--- config.mk ---
export PLATFORM = sky130hd
export DESIGN_NAME = mab_master
export DESIGN_NICKNAME = d
export VERILOG_FILES = /design/src/rtl/mab_pkg.sv /design/src/rtl/mab_timer.sv /design/src/rtl/mab_lanes.sv /design/src/rtl/mab_master.sv
export SDC_FILE = /design/constraint.sdc
export NUM_CORES = 1
export LEC_CHECK = 0
export ABC_AREA = 1
export BUFFER_PORTS_ARGS = -buffer_cell sky130_fd_sc_hd__buf_2
export CAP_MARGIN = 20
export CORE_MARGIN = 5
export CORE_UTILIZATION = 50
export DETAILED_ROUTE_END_ITERATION = 8
export GPL_ROUTABILITY_DRIVEN = 0
export GPL_TIMING_DRIVEN = 0
export PLACE_DENSITY_LB_ADDON = 0.25
export REMOVE_ABC_BUFFERS = 1
export SETUP_SLACK_MARGIN = 0.05
export SYNTH_ARGS = -nofsm -noshare
export SYNTH_HDL_FRONTEND = slang
export SYNTH_HIERARCHICAL = 1
export SYNTH_SLANG_ARGS = --single-unit
--- constraint.sdc ---
create_clock -name clk -period 3 [get_ports clk]
set_input_delay 0 -clock clk [delete_from_list [all_inputs] [get_ports clk]]
set_output_delay 0 -clock clk [all_outputs]
set_load 0.02 [all_outputs]
--- src/rtl/mab_pkg.sv ---
package mab_pkg;
    localparam int MAB_AW     = 22;
    localparam int MAB_DW     = 16;
    localparam int MAB_IO_LSB = 13;

    typedef enum logic [2:0] {
        ST_IDLE, ST_ADDR, ST_AHOLD, ST_DSET, ST_STRB, ST_REL, ST_END, ST_ABORT
    } mab_state_e;

    typedef struct packed {
        logic              write;
        logic              bytem;
        logic [MAB_AW-1:0] addr;
    } mab_cmd_t;

    function automatic logic in_io_page(input logic [MAB_AW-1:0] a);
        return &a[MAB_AW-1:MAB_IO_LSB];
    endfunction
endpackage

--- src/rtl/mab_timer.sv ---
module mab_timer #(
    parameter int LIMIT = 4
) (
    input  logic clk,
    input  logic rst,
    input  logic clr,
    input  logic en,
    output logic hit
);
    localparam int CW = $clog2(LIMIT + 1);
    logic [CW-1:0] cnt;

    assign hit = en && (cnt == CW'(LIMIT - 1));

    always_ff @(posedge clk) begin
        if (rst || clr)
            cnt <= '0;
        else if (en && !hit)
            cnt <= cnt + 1'b1;
    end
endmodule

--- src/rtl/mab_lanes.sv ---
module mab_lanes
    import mab_pkg::*;
(
    input  logic              bytem,
    input  logic              lane,
    input  logic [MAB_DW-1:0] wr_word,
    input  logic [MAB_DW-1:0] bus_rd,
    output logic [MAB_DW-1:0] bus_wr,
    output logic [MAB_DW-1:0] rd_word
);
    localparam int HB = MAB_DW / 2;

    always_comb begin
        if (!bytem) begin
            bus_wr  = wr_word;
            rd_word = bus_rd;
        end else if (lane) begin
            bus_wr  = {wr_word[HB-1:0], {HB{1'b0}}};
            rd_word = {{HB{1'b0}}, bus_rd[MAB_DW-1:HB]};
        end else begin
            bus_wr  = {{HB{1'b0}}, wr_word[HB-1:0]};
            rd_word = {{HB{1'b0}}, bus_rd[HB-1:0]};
        end
    end
endmodule

--- src/rtl/mab_master.sv ---
module mab_master
    import mab_pkg::*;
#(
    parameter int LEN_W       = 4,
    parameter int SETTLE_CYC  = 2,
    parameter int TIMEOUT_CYC = 1024
) (
    input  logic              clk,
    input  logic              rst,
    input  logic              req_valid,
    output logic              req_ready,
    input  logic              req_write,
    input  logic              req_byte,
    input  logic [MAB_AW-1:0] req_addr,
    input  logic [LEN_W-1:0]  req_len,
    input  logic [MAB_DW-1:0] req_wdata,
    output logic              wdata_next,
    output logic              rd_valid,
    output logic [MAB_DW-1:0] rd_data,
    output logic              done,
    output logic              timeout_err,
    output logic [MAB_AW-1:0] bus_dal_out,
    output logic              bus_dal_oe,
    input  logic [MAB_AW-1:0] bus_dal_in,
    output logic              bus_sync,
    output logic              bus_din,
    output logic              bus_dout,
    output logic              bus_iosel,
    output logic              bus_wbyte,
    input  logic              bus_rply
);
    localparam int PAD_W = MAB_AW - MAB_DW;

    mab_state_e        state_q, state_n;
    mab_cmd_t          cmd_q;
    logic [LEN_W-1:0]  left_q;
    logic [MAB_DW-1:0] data_q;
    logic              s_hit, t_hit, st_chg;
    logic              in_settle, in_wait, addr_ph, data_ph;
    logic [MAB_DW-1:0] steer_wr, steer_rd;

    assign st_chg    = (state_n != state_q);
    assign addr_ph   = (state_q == ST_ADDR) || (state_q == ST_AHOLD);
    assign data_ph   = (state_q == ST_DSET) || (state_q == ST_STRB) || (state_q == ST_REL);
    assign in_settle = addr_ph || (state_q == ST_DSET);
    assign in_wait   = (state_q == ST_STRB) || (state_q == ST_REL);

    mab_timer #(.LIMIT(SETTLE_CYC)) u_settle (
        .clk(clk), .rst(rst), .clr(st_chg), .en(in_settle), .hit(s_hit)
    );

    mab_timer #(.LIMIT(TIMEOUT_CYC)) u_watch (
        .clk(clk), .rst(rst), .clr(st_chg), .en(in_wait), .hit(t_hit)
    );

    mab_lanes u_lanes (
        .bytem  (cmd_q.bytem),
        .lane   (cmd_q.addr[0]),
        .wr_word(req_wdata),
        .bus_rd (bus_dal_in[MAB_DW-1:0]),
        .bus_wr (steer_wr),
        .rd_word(steer_rd)
    );

    always_comb begin
        state_n = state_q;
        unique case (state_q)
            ST_IDLE:  if (req_valid) state_n = ST_ADDR;
            ST_ADDR:  if (s_hit) state_n = ST_AHOLD;
            ST_AHOLD: if (s_hit) state_n = ST_DSET;
            ST_DSET:  if (s_hit) state_n = ST_STRB;
            ST_STRB:  if (bus_rply) state_n = ST_REL;
                      else if (t_hit) state_n = ST_ABORT;
            ST_REL:   if (!bus_rply) state_n = (left_q == '0) ? ST_END : ST_DSET;
                      else if (t_hit) state_n = ST_ABORT;
            ST_END:   state_n = ST_IDLE;
            ST_ABORT: state_n = ST_IDLE;
            default:  state_n = ST_IDLE;
        endcase
    end

    always_ff @(posedge clk) begin
        if (rst) begin
            state_q     <= ST_IDLE;
            cmd_q       <= '0;
            left_q      <= '0;
            data_q      <= '0;
            wdata_next  <= 1'b0;
            rd_valid    <= 1'b0;
            rd_data     <= '0;
            done        <= 1'b0;
            timeout_err <= 1'b0;
        end else begin
            state_q     <= state_n;
            wdata_next  <= 1'b0;
            rd_valid    <= 1'b0;
            done        <= (state_q == ST_END);
            timeout_err <= (state_q == ST_ABORT);
            if (state_q == ST_IDLE && req_valid) begin
                cmd_q.write <= req_write;
                cmd_q.bytem <= req_byte;
                cmd_q.addr  <= req_addr;
                left_q      <= req_byte ? '0 : req_len;
            end
            if (state_n == ST_DSET && st_chg) begin
                data_q     <= steer_wr;
                wdata_next <= cmd_q.write;
            end
            if (state_q == ST_REL && state_n == ST_DSET)
                left_q <= left_q - 1'b1;
            if (state_q == ST_STRB && bus_rply && !cmd_q.write) begin
                rd_data  <= steer_rd;
                rd_valid <= 1'b1;
            end
        end
    end

    assign req_ready   = (state_q == ST_IDLE);
    assign bus_sync    = (state_q == ST_AHOLD) || data_ph;
    assign bus_din     = (state_q == ST_STRB) && !cmd_q.write;
    assign bus_dout    = (state_q == ST_STRB) && cmd_q.write;
    assign bus_dal_oe  = addr_ph || (data_ph && cmd_q.write);
    assign bus_dal_out = addr_ph ? cmd_q.addr : {{PAD_W{1'b0}}, data_q};
    assign bus_iosel   = addr_ph && in_io_page(cmd_q.addr);
    assign bus_wbyte   = data_ph && cmd_q.bytem;
endmodule

---- Yosys cells after proc, flatten, opt, wreduce, memory -nomap -nowiden ----
Index checks and enable logic that the tools add are counted.
operators by class
  bitwise gates (word level) .............. 1
  reductions and logical operators ........ 31
  add/sub/neg operators ................... 3
  mux-type cells .......................... 18
  equality and inequality tests ........... 11
operators with widths
  operator               number
  $mux 16                3
  $mux 3                 8
  $mux 22                1
  $pmux 3 s7             1
  $logic_and 1x1->1      14
  $eq 3x3->1 const B     4
  $mux 4                 3
  $add 11x1->11 const B  1
  $eq 11x10->1 const B   1
  $eq 3x2->1 const B     3
  $reduce_and 9->1       1
  $logic_or 1x1->1       8
  $mux 8                 1
  $logic_not 4->1        1
  $reduce_or 2->1        2
  $sub 4x1->4 const B    1
  $eq 3x1->1 const B     1
  $logic_not 1->1        3
  $logic_not 3->1        1
  $ne 3x3->1             1
  $add 2x1->2 const B    1
  $eq 2x1->1 const B     1
  $reduce_bool 2->1      1
  $mux 1                 1
  $not 1->1              1
storage, ports and cells
  flip-flop bits (word level) ............. 80
  output and inout bits ................... 49
  word-level logic and storage cells ...... 77

---- Depth between registers and ports, before layout ----
  depth after elaboration ................. 10
  depth in mapped cells ................... 17
  gate-level depth less buffers ........... 15

---- Modules after synthesis ----
The synthesis kept the hierarchy.
by module, submodules not included
  module                 times used  area an instance (µm²)  sequential area each (µm²)  cells an instance
  mab_master             1           3034.2                  1341.3                      441
  mab_timer at u_watch   1           635.6                   220.2                       98
  mab_lanes              1           441.7                   0.0                         88
  mab_timer at u_settle  1           113.9                   40.0                        16

---- Worst setup path after synthesis ----
No wires, ideal clock.
  kind .................................... flip-flop to flip-flop
  start ................................... register state_q[1]
  end ..................................... register u_watch.cnt[2]
  data required time ...................... 2.936 ns
  setup slack ............................. 0.571 ns
  arrival ................................. 2.365 ns
  cell stages (with the launch flop) ...... 17
  clock period less this slack ............ 2.429 ns
  buffers on the path ..................... 2
  cells stage by stage .................... dfxtp_1 -> buf_2 -> nor2_1 -> nand2_1 -> o21ai_0 -> buf_2 -> inv_1 -> nor2_1 -> nor2_1 -> nand2_1 -> nand3_2 -> nand4_4 -> xor2_1 -> nand3_1 -> nor2_2 -> o21ai_0 -> nor2_1
on the way
  longest elaborated chain between the ends .. 8
RTL lines
  what                              line                                source
  start, declared                   mab_master.sv:34                    mab_state_e state_q, state_n;
  start signal, assigned            mab_master.sv:94                    state_q <= state_n;
  $eq 3x3->1                        mab_master.sv:46                    assign in_wait = (state_q == ST_STRB) || (state_q == ST_REL);
  $logic_or 1x1->1 *                mab_master.sv:46
  named net in_wait                 mab_master.sv:39                    logic in_settle, in_wait, addr_ph, data_ph;
  $logic_and 1x1->1 *               mab_timer.sv:13                     assign hit = en && (cnt == CW'(LIMIT - 1));
  named net t_hit                   mab_master.sv:38                    logic s_hit, t_hit, st_chg;
  $mux 3 *                          mab_master.sv:73, mab_master.sv:75
  $mux 3, on equally long branches  mab_master.sv:74, mab_master.sv:72
  $pmux 3 s7 *                      mab_master.sv:67                    unique case (state_q)
  $ne 3x3->1 *                      mab_master.sv:42                    assign st_chg = (state_n != state_q);
  named net st_chg                  mab_master.sv:38
  $logic_or 1x1->1 *                mab_timer.sv:16                     if (rst || clr)
  end signal, assigned              mab_timer.sv:19                     cnt <= cnt + 1'b1;
  end, declared                     mab_timer.sv:11                     logic [CW-1:0] cnt;
The timed path passes the listed nets; every way through them passes the cells marked *.
A chain may end at the register's enable or synchronous reset.

---- Worst setup path after layout ----
  start ................................... register state_q[1]
  end ..................................... register u_watch.cnt[5]
The elaborated chain is that of the path after synthesis.

==> impl_metrics.tcl <==
set metrics [dict create \
    met1_usage_pct 27.9 \
    synth_commonest_cells "nand2_1, nor2_1, inv_1" \
    dieWidth_um 102 \
    clock.fmax_mhz 361 \
    reg2reg_slack_ns 0.23 \
    layout-drive-gt1-share_pct 21.6 \
    synthCells 643 \
    required_ns 3.30 \
    skew_ns 0.0143 \
    wl_um 11600 \
    first_pass_iters 4 \
    synth.most_common_cell "nand2_1" \
    grtUsageTotal_pct 22.6 \
    antenna_found_initial 0 \
    top_usage_layer "met2" \
    dieArea_mm2 0.0104 \
    final-seq-area_mm2 0.00160 \
    cts_buffer_depth 2 \
    period_share_pct 92.4 \
    hold_path.startpoint "bus_dal_in[13]" \
    fillerInstances 762 \
    maxSlewHeadroom_pct 36.4 \
    synth_largest_area_cell "dfxtp_1" \
    hold_violations 0 \
    rr_endpoint "u_watch/cnt[5]$_SDFFE_PP0P_" \
    remaining_drc_errors 0 \
    ys_ff_latch 80 \
    ant_nets 0 \
    fin_crit_ns 2.77 \
    diodes 0 \
    crit_path_end_kind "register" \
    r2r_cells 15 \
    max-cap-violations 0 \
    drv_slew 0 \
    async_flop_share_pct 0 \
    ios 119 \
    arrival_ns 3.07 \
    start_util_pct 51.4 \
    multiInputGateArea_mm2 0.00213 \
    numCtsBuffers 9 \
    drtIter0Drc 206 \
    vias 4528 \
    worstPathMaxFanout 10 \
    grt_pass1_wl_um 19100 \
    power.density_mw_per_mm2 436 \
    finalInstanceArea_mm2 0.00541 \
    die_y_um 102 \
    p_leak_uw 0.00261 \
    outcome "finished, final reports clean" \
    rows 33 \
    vias_per_cell 5.10 \
    port_buffers 112 \
    synth.distinct_cells 31 \
    avgSynthCellArea_um2 6.57 \
    core_mm2 0.00822 \
    ys_warn_count 6 \
    worst_pin_slew_ns 0.953 \
    grt_pass1_vias 4265 \
    ir_drop_v 0.000225 \
    globalRoute.totalOverflow 0 \
    syn_to_final_growth_pct 28.0 \
    holdPathEnd "rd_data[13]$_SDFFE_PP0P_" \
    rsz0062_at_grt "yes" \
    root_buffer "clkbuf_8" \
    grt.met2_usage_pct 38.2 \
    hold_slack_ns 0.00644 \
    synth-edff-count 0 \
    avgRoutedWirePerCell_um 13.1 \
    cts.sinks 80 \
    path_clk_slew_ns 0.09 \
    grt_start_max_net_pins 53 \
    post-dp-hpwl_um 7440 \
    final_nets 851 \
    crit_path_start_kind "register" \
    syn_area_mm2 0.00423 \
    seq_area_frac_synth_pct 37.9 \
    finalSetupViolations 0 \
    synth_area_leaders "dfxtp_1, nand2_1, nor2_1" \
    crit_type "register to register" \
    hold_depth 5 \
    min_path_type "input pin to register" \
    rr_startpoint "state_q[1]$_SDFF_PP0_" \
    synth_ff_type "dfxtp_1" \
    worstSkewPairLatency_ns 0.35 \
    cts-htree-levels 3 \
    grt.met3_usage_pct 5.39 \
    synth_top_cell_area_share_pct 37.9 \
    cts_tree "done" \
    placed_cell_area_mm2 0.00477 \
]
[cells in the final DEF, fill, tap and decap left out, types with 2 or more instances in the layout]
cell           instances
buf_2                112
a21oi_1               48
o2111ai_4              2
inv_1                 82
nor2_2                 5
nand2_2                6
clkbuf_8               9
nand3_2                7
nand2_1              153
dlygate4sd3_1         36
ha_1                   3
nor2_1                90
buf_16                 3
nor3_1                 5
nand4_1                9
buf_4                  3
nor2_4                 3
nand3_1               51
a21oi_2                2
dfxtp_1               80
inv_2                  7
clkinvlp_4             2
xor2_1                 2
o21ai_0               48
[state kept, by name, summed over array words and instances, names as in the netlist]
signal and count:
u_watch/cnt 11, timeout_err 1, data_q 16, state_q 3
done 1, wdata_next 1, u_settle/cnt 2, rd_data 16
left_q 4, rd_valid 1, cmd_q 24
[cells by family (layout without fill, tap and decap cells)]
family / count (synthesis) / after routing / share of synthesized area (%)
DFF: 80 / 80 / 37.9
xor gates and xnor gates: 3 / 3 / 0.622
and+or+nand+nor: 335 / 335 / 35.1
AOI/OAI and AO/OA: 102 / 103 / 12.9
buffers and inverters: 120 / 258 / 12.6
adders and majority gates: 3 / 3 / 0.888
[worst max-delay path by stage]
| stage | cells past startpoint | to | startpoint | slack, ns |
|---|---|---|---|---|
| finish | 15 | u_watch/cnt[5]$_SDFFE_PP0P_ | state_q[1]$_SDFF_PP0_ | 0.23 |
| global route | 14 | u_watch/cnt[6]$_SDFFE_PP0P_ | state_q[1]$_SDFF_PP0_ | 0.01 |
| CTS | 14 | u_watch/cnt[1]$_SDFFE_PP0P_ | u_watch/cnt[0]$_SDFFE_PP0P_ | 0.11 |
| detailed placement | 14 | u_watch/cnt[8]$_SDFFE_PP0P_ | state_q[1]$_SDFF_PP0_ | -0.25 |
| global placement | 14 | u_watch/cnt[2]$_SDFFE_PP0P_ | state_q[1]$_SDFF_PP0_ | -0.17 |
| floorplan | 14 | u_watch/cnt[2]$_SDFFE_PP0P_ | state_q[1]$_SDFF_PP0_ | 0.36 |
[area by class of cell]
| type | count | share of cell area, % |
|---|---|---|
| inverters | 89 | 6.17 |
| flip-flops and latches | 80 | 29.6 |
| well taps | 105 | 2.43 |
| multi-input cells | 444 | 39.4 |
| clock buffers | 10 | 2.36 |
| clock inverters | 5 | 1.09 |
| repair buffers | 154 | 19.0 |
[report_power, final]
| part | internal, uW | switching [uW] | total (uW) | leakage [uW] |
|---|---|---|---|---|
| clock | 380 | 397 | 777 | 0.0000883 |
| combinational | 179 | 262 | 440 | 0.00187 |
| sequential | 1100 | 37.0 | 1140 | 0.000651 |
| total | 1660 | 695 | 2360 | 0.00261 |
[per-layer routing]
metal / part of all wire (%) / up-vias
li1: - / 2307
met1: 42 / 2044
met2: 48 / 148
met3: 7.8 / 29
met4: 2.5 / 0
met5: 0 / -
[stage by stage]
stage	instances	setup WS, ns	utilization [%]	total power, uW	setup TNS, ns
after detailed placement	831	-0.249	58.1	1540	-4.00
after CTS	882	0.113	64.8	2340	0
final	887	0.227	65.8	2360	0
after global placement	829	-0.169	57.4	1510	-1.44
after floorplan	612	0.360	-	1390	0
after global routing	887	0.0117	65.8	2470	0
[worst max-delay path, cell delays in order (launching register included)]
cell and delay, ns:
dfxtp_1 0.40, inv_2 0.19, nand2_1 0.14, o21ai_2 0.37, inv_1 0.10, nor2_2 0.19, nor2_1 0.08, nand2_1 0.07
nand2_1 0.08, nand4_4 0.19, xor2_1 0.17, nand3_1 0.21, nor2_4 0.22, buf_4 0.16, nand2_1 0.06, a21oi_2 0.09
[repair_timing]
action                                  4_1_cts  5_1_grt
hold endpoints to repair                     36        0
resized for setup                             2        4
setup buffers                                 0        3
endpoints found under the setup margin       30       28
cloned                                        0        1
pin swaps                                     0        2
hold buffers                                 36        0
Note: power is estimated with default switching activity, not from simulation.
